$ cat src/rtl/hsel_mul_pkg.sv
package hsel_mul_pkg;
    parameter int unsigned DATA_W = 32;
    localparam int unsigned HALF_W = DATA_W / 2;
    localparam int unsigned WIDE_W = DATA_W + HALF_W;

    typedef enum logic {
        ST_IDLE = 1'b0,
        ST_DONE = 1'b1
    } ctl_state_e;

    typedef enum logic {
        MODE_HALF = 1'b0,
        MODE_WORD = 1'b1
    } mul_mode_e;
endpackage

$ cat src/rtl/hsel_half_pick.sv
module hsel_half_pick #(
    parameter int unsigned W = 32
) (
    input  logic [W-1:0]   word_i,
    input  logic           hi_i,
    output logic [W/2-1:0] half_o
);
    localparam int unsigned H = W / 2;

    always_comb begin
        half_o = hi_i ? word_i[W-1:H] : word_i[H-1:0];
    end
endmodule

$ cat src/rtl/hsel_mul_core.sv
module hsel_mul_core #(
    parameter int unsigned W = 32
) (
    input  logic           word_mode_i,
    input  logic [W-1:0]   full_a_i,
    input  logic [W/2-1:0] half_a_i,
    input  logic [W/2-1:0] half_b_i,
    output logic [W-1:0]   prod_o
);
    localparam int unsigned H  = W / 2;
    localparam int unsigned WW = W + H;

    logic signed [W-1:0]  hh_a, hh_b, hh_prod;
    logic signed [WW-1:0] wh_a, wh_b, wh_prod;
    logic [H-1:0]         wh_unused_lo;

    always_comb begin
        hh_a    = {{H{half_a_i[H-1]}}, half_a_i};
        hh_b    = {{H{half_b_i[H-1]}}, half_b_i};
        hh_prod = hh_a * hh_b;
        wh_a    = {{H{full_a_i[W-1]}}, full_a_i};
        wh_b    = {{W{half_b_i[H-1]}}, half_b_i};
        wh_prod = wh_a * wh_b;
        wh_unused_lo = wh_prod[H-1:0];
        prod_o  = word_mode_i ? wh_prod[WW-1:H] : hh_prod;
    end
endmodule

$ cat src/rtl/hsel_mul_unit.sv
module hsel_mul_unit
    import hsel_mul_pkg::*;
#(
    parameter int unsigned W = DATA_W
) (
    input  logic         clk,
    input  logic         rst_n,
    input  logic         exec_i,
    input  logic         mode_word_i,
    input  logic         sel_a_hi_i,
    input  logic         sel_b_hi_i,
    input  logic [W-1:0] opa_i,
    input  logic [W-1:0] opb_i,
    output logic [W-1:0] result_o,
    output logic         result_vld_o
);
    localparam int unsigned H = W / 2;

    ctl_state_e   state_q, state_d;
    logic [H-1:0] half_a, half_b;
    logic [W-1:0] prod;
    mul_mode_e    mode;

    assign mode = mul_mode_e'(mode_word_i);

    hsel_half_pick #(.W(W)) u_pick_a (
        .word_i (opa_i),
        .hi_i   (sel_a_hi_i),
        .half_o (half_a)
    );

    hsel_half_pick #(.W(W)) u_pick_b (
        .word_i (opb_i),
        .hi_i   (sel_b_hi_i),
        .half_o (half_b)
    );

    hsel_mul_core #(.W(W)) u_core (
        .word_mode_i (mode == MODE_WORD),
        .full_a_i    (opa_i),
        .half_a_i    (half_a),
        .half_b_i    (half_b),
        .prod_o      (prod)
    );

    // next-state logic: GO, AGAIN, RETIRE, WAIT
    always_comb begin
        state_d = state_q;
        unique case (state_q)
            ST_IDLE: state_d = exec_i ? ST_DONE : ST_IDLE;
            ST_DONE: state_d = exec_i ? ST_DONE : ST_IDLE;
            default: state_d = ST_IDLE;
        endcase
    end

    // state register
    always_ff @(posedge clk) begin
        if (!rst_n) state_q <= ST_IDLE;
        else        state_q <= state_d;
    end

    // result register
    always_ff @(posedge clk) begin
        if (!rst_n)      result_o <= '0;
        else if (exec_i) result_o <= prod;
    end

    // outputs
    always_comb begin
        result_vld_o = (state_q == ST_DONE);
    end

    assert_reset_clear_R9: assert property (@(posedge clk)
        !rst_n |=> (result_o == '0 && !result_vld_o));

    assert_vld_after_exec_R7: assert property (@(posedge clk) disable iff (!rst_n)
        exec_i |=> result_vld_o);

    assert_vld_drop_R8: assert property (@(posedge clk) disable iff (!rst_n)
        !exec_i |=> !result_vld_o);

    assert_hold_R8: assert property (@(posedge clk) disable iff (!rst_n)
        !exec_i |=> $stable(result_o));

    assert_min_min_R6: assert property (@(posedge clk) disable iff (!rst_n)
        (exec_i && !mode_word_i && half_a == {1'b1, {(H-1){1'b0}}}
                && half_b == {1'b1, {(H-1){1'b0}}})
        |=> result_o == {2'b01, {(W-2){1'b0}}});

    assert_word_sign_R4: assert property (@(posedge clk) disable iff (!rst_n)
        (exec_i && mode_word_i && opa_i != '0 && half_b != '0)
        |=> result_o[W-1] == ($past(opa_i[W-1]) ^ $past(half_b[H-1])));
endmodule

$ cat config.mk
export PLATFORM = sky130hd
export DESIGN_NAME = hsel_mul_unit
export DESIGN_NICKNAME = d
export VERILOG_FILES = /design/src/rtl/hsel_mul_pkg.sv /design/src/rtl/hsel_half_pick.sv /design/src/rtl/hsel_mul_core.sv /design/src/rtl/hsel_mul_unit.sv
export SDC_FILE = /design/constraint.sdc
export NUM_CORES = 2
export LEC_CHECK = 0
export BUFFER_PORTS_ARGS = -buffer_cell sky130_fd_sc_hd__buf_2
export CAP_MARGIN = 20
export CORE_MARGIN = 3
export CORE_UTILIZATION = 30
export CTS_BUF_LIST = sky130_fd_sc_hd__clkbuf_16
export DETAILED_ROUTE_END_ITERATION = 10
export PLACE_DENSITY_LB_ADDON = 0.15
export SYNTH_ARGS = -nofsm -noshare
export SYNTH_HDL_FRONTEND = slang
export SYNTH_SLANG_ARGS = --single-unit
$ cat constraint.sdc
create_clock -name clk -period 8.81 [get_ports clk]
set_input_delay 0.881 -clock clk [delete_from_list [all_inputs] [get_ports clk]]
set_output_delay 0.881 -clock clk [all_outputs]
set_load 0.02 [all_outputs]
* Word-level counts from Yosys, hierarchy flattened
Cells that the tools add are included.
** Word-level totals
- Flip-flop bits (word level) :: 33
- Bits in latches :: 0
- RAM bits :: 0
- Bits in read-only memories :: 0
- Output and inout port bits :: 33
- Logic and storage cells :: 8
- Memories :: 0
** Operators by class
- Add/sub/neg operators :: 0
- Multiply operators :: 2
- Div/mod/pow operators :: 0
- $lt $le $gt $ge :: 0
- Equality and inequality tests :: 0
- Shift-type cells :: 0
- Multiplexer cells :: 4
- Bitwise logic cells :: 0
- Reductions and logical operators :: 0
** Operators by type and width (number)
- $mul A32 B16 Y48 :: 1
- $mul A16 B16 Y32 :: 1
- $mux W16 :: 2
- $mux W32 :: 1
- $mux W1 :: 1

* Longest topological paths before layout
- Word-level depth :: 3
- Depth in mapped cells :: 28
- Depth with buffers taken out :: 25

* Modules after synthesis
From an unflattened synthesis, not the netlist that was laid out.
** Unflattened totals
- Cells, all modules :: 3263
- Area, all modules :: 29269.3 µm²
** By module, submodules not included
- hsel_mul_core :: instances 1, cells an instance 3122, area each 27501.4 µm²
- hsel_mul_unit :: instances 1, cells an instance 105, area each 1270.0 µm²
- hsel_half_pick :: instances 2, cells an instance 18, area each 249.0 µm²

* Worst setup path before layout
No wires, ideal clock.
- Path type :: input -> register
- From :: input sel_b_hi_i
- To :: register result_o[31]
- Data arrival time :: 7.770 ns
- Slack :: 0.953 ns
- Stages :: 22
- Path through :: buf_6 -> clkbuf_1 -> buf_1 -> mux2i_1 -> nor2_1 -> fa_1 -> fa_1 -> inv_1 -> fa_1 -> fa_1 -> inv_1 -> fa_1 -> fa_1 -> ha_1 -> and3_1 -> nand2_1 -> a2111oi_0 -> o311ai_0 -> a21oi_1 -> mux2i_1 -> o221ai_1 -> o31ai_1
** Between the ends
- Longest elaborated chain between the ends :: 3
- Elaborated cells between the ends (all ways) :: 4
** Ends and longest elaborated chain
- start: declaration :: RTL line hsel_mul_unit.sv:11 : input logic sel_b_hi_i,
- $mux W16 (*) :: RTL line hsel_half_pick.sv:11 : half_o = hi_i ? word_i[W-1:H] : word_i[H-1:0];
- $mul A32 B16 Y48 or $mul A16 B16 Y32 (tied branches) :: RTL line hsel_mul_core.sv:23, hsel_mul_core.sv:20
- $mux W32 (*) :: RTL line hsel_mul_core.sv:25 : prod_o = word_mode_i ? wh_prod[WW-1:H] : hh_prod;
- end signal: assignment :: RTL line hsel_mul_unit.sv:65 : else if (exec_i) result_o <= prod;
- end: declaration :: RTL line hsel_mul_unit.sv:14 : output logic [W-1:0] result_o,
Every way passes the cells marked *; elsewhere a longest branch is shown, timed or not.
A chain may end at the register's enable or synchronous reset.

* Worst setup path after layout
- From :: input sel_b_hi_i
- To :: register result_o[28]
The elaborated chain is that of the path after synthesis.

==> flow_summary.toml <==
[clocking]
cts_root_buf = "clkbuf_16"
postCtsSetupRepairBufs = 0
clk_pin_slew_ns = 0.07
numCtsBuffers = 5
cts-resized-gates = 0
cts.sinks = 33
cts.hold.buffers_added = 0
htree_levels = 2
clkLatencyLatePin_ns = 0.32
cts.path.max_buffers = 2
cts_tree = "done"

[routing]
drt_iter0_drc = 1238
ant_nets = 0
routedWlPerCell_microns = 21.4
dr.pass1.iters = 5
vias = 22000
via_per_inst = 4.73
wirelength_microns = 99400
drc = 0

[worst_hold_path]
hold_path_class = "flop to flop"
hold_depth = 2

[synth]
syn_area_per_cell_sq_um = 8.77
yosys-mux-area-fraction_pct = 2.45
synthAdderAreaFrac_pct = 59.7
ys_seq_area_share_pct = 2.27
synth_cell_types = 73
synth_top_area_cell = "fa_1"
synth_top_family_by_area = "adder cells"
synth_area_leaders = "fa_1 (51%), inv_1 (11%), ha_1 (8.3%)"
synth_xor_area_share_pct = 1.84
synth-async-reset-ratio_pct = 0
synth_edf_count = 0
yosysTopAreaCellShare_pct = 51.4
syn-num-nets = 4325
syn_inst = 3315
synth-compound-area-share_pct = 6.22
netlist_area_sq_mm = 0.0291
ys.warnings.count = 0
yosys_register_bits = 33
synth_ff_type = "dfxtp_1"
synth-simple-area-share_pct = 14.6

[grt]
track_usage_pct = 20.6
grt_pass1_wl_microns = 155000
grt_pass1_vias = 24300
grt_remaining_overflow = 0
grt_max_degree = 44
antenna_found_initial = 3

[job]
maxCapViolations = 0

[sta]
slew_viol_final = 0
hold_viol = 0
period_needed_ns = 8.20
finClkSkew_ns = 0
period_share_pct = 93.1
fmaxAchievable_ghz = 0.122
grt_setup_unrepaired = "no"
relSlewSlack_pct = 32.0
tightest_slew_ns = 1.02
fin_tns_setup_ns = 0
setup_violations = 0

[floorplanning]
row_count = 113
start_util_pct = 30.4
pin_count = 103
die-area_sq_mm = 0.101
die_y_microns = 317
fp.dieW_microns = 317
core_region_area_sq_mm = 0.0956

[placement]
numPortBuffers = 102
hpwl_microns = 83500
place_congestion = 0.859
dp_cells = 4637

[run_status]
outcome = "completed"

[finish]
syn_to_final_growth_pct = 8.84
final_core_util_pct = 33.1
drive_gt1_share_pct = 7.40
layoutNonFillerInstCount = 4648
nNetsFinal = 4389
n_fill_cell = 10300

[critical_path]
arrival_ns = 8.40
critPathRequiredTime_ns = 9.01
ff2ff_path_depth = 2
path_max_fanout = 24
startpoint_type = "input pin"
endpoint_kind = "flop"
critical_path_class = "input pin to flop"
[Yosys cell counts, drive strengths merged (23+ instances only)]
master,n
mux2i,37
ha,193
a21o,30
and2,172
o21ai,52
inv,852
nor3,24
nor2,175
mux2,30
fa,747
nand2,480
clkbuf,134
xor2,23
nor2b,33
xnor2,38
dfxtp,33
a21oi,80
[flip-flops by register name, indices dropped and copies added, names as in the netlist]
register	flops
result_o	32
result_vld_o	1
[logic make-up after synthesis]
logic type / count (synthesis)
buf+inv: 997
simple gates: 946
fa+ha+maj: 940
compound gates: 271
mux: 67
xor+xnor: 61
flops: 33
[final timing paths]
| path | start | end | slack, ns |
|---|---|---|---|
| worst max-delay path | sel_b_hi_i | result_o[28]$_SDFFE_PN0P_ | 0.61 |
| worst max register to register | result_o[23]$_SDFFE_PN0P_ | result_o[23]$_SDFFE_PN0P_ | 7.79 |
| worst min register to register | result_o[5]$_SDFFE_PN0P_ | result_o[5]$_SDFFE_PN0P_ | 0.48 |
| worst min-delay path | result_o[5]$_SDFFE_PN0P_ | result_o[5]$_SDFFE_PN0P_ | 0.48 |
[layer usage]
layer / vias to the layer above / part of all wire (%) / global-route usage (%)
li1: 9857 / - / -
met1: 11600 / 44 / 28.0
met2: 414 / 50 / 36.0
met3: 68 / 4.1 / 2.24
met4: 0 / 1.7 / 2.92
met5: - / 0 / 0
[cell type report]
type / count / area [sq um] / area share (%)
clock buffers: 5 / 125 / 0.395
multi-input cells: 2285 / 24700 / 78.0
inverters: 854 / 3210 / 10.1
clock inverters: 3 / 41.3 / 0.130
flip-flops and latches: 33 / 661 / 2.09
repair buffers: 200 / 1350 / 4.25
diodes: 3 / 7.51 / 0.0237
well taps: 1265 / 1580 / 5.00
[worst max-delay path: stages]
cell       delay, ns
buf_2           0.43
mux2_2          0.74
buf_12          0.28
nand2_1         0.10
fa_1            0.54
inv_1           0.05
fa_1            0.49
fa_1            0.56
fa_1            0.44
fa_1            0.49
inv_1           0.05
fa_1            0.48
inv_1           0.06
ha_1            0.37
a21oi_1         0.15
o21ai_0         0.28
a211o_1         0.43
o2bb2ai_1       0.20
o31ai_1         0.48
a21oi_1         0.23
buf_4           0.20
a31oi_1         0.15
xor2_1          0.18
a21oi_1         0.09
[placed cells by master (no fill, tap or decap), types with 4 or more instances in the layout]
| cell | Yosys | layout |
|---|---|---|
| a21oi_1 | 78 | 78 |
| nor2b_1 | 33 | 33 |
| xor2_1 | 23 | 23 |
| nor3_1 | 24 | 24 |
| or3_1 | 7 | 7 |
| clkbuf_16 | 0 | 5 |
| xnor2_1 | 38 | 38 |
| and2_1 | 172 | 172 |
| inv_1 | 852 | 852 |
| nand2b_1 | 11 | 11 |
| buf_12 | 0 | 8 |
| a21boi_0 | 4 | 4 |
| a2111oi_0 | 4 | 4 |
| o31ai_1 | 7 | 7 |
| a211oi_1 | 14 | 14 |
| a31oi_1 | 11 | 11 |
| nand2_1 | 480 | 480 |
| or2_2 | 6 | 6 |
| a21o_1 | 30 | 30 |
| dfxtp_1 | 33 | 33 |
| o21a_1 | 5 | 5 |
| o221ai_1 | 5 | 5 |
| nand3_1 | 14 | 14 |
| and3_1 | 8 | 8 |
| o21ai_0 | 50 | 50 |
| buf_4 | 0 | 90 |
| mux2i_1 | 36 | 35 |
| fa_1 | 747 | 747 |
| a221o_1 | 4 | 4 |
| ha_1 | 193 | 193 |
| o21bai_1 | 12 | 12 |
| buf_2 | 0 | 102 |
| mux2_2 | 29 | 29 |
| nand4_1 | 8 | 8 |
| nor2_1 | 175 | 175 |
[through the flow]
| stage | cell area [sq um] | hold WS [ns] | worst slack [ns] |
|---|---|---|---|
| after global routing | 31600 | 0.517 | 0.177 |
| after floorplan | 29100 | 0.545 | 0.953 |
| after detailed placement | 31500 | 0.473 | 0.340 |
| final | 31600 | 0.484 | 0.606 |
| after CTS | 31600 | 0.486 | 0.649 |
| after global placement | 31500 | 0.465 | 0.384 |
Power is left out: the tool's default activity adds up to more than one toggle a clock period on the data nets, which glitch-free logic cannot reach.
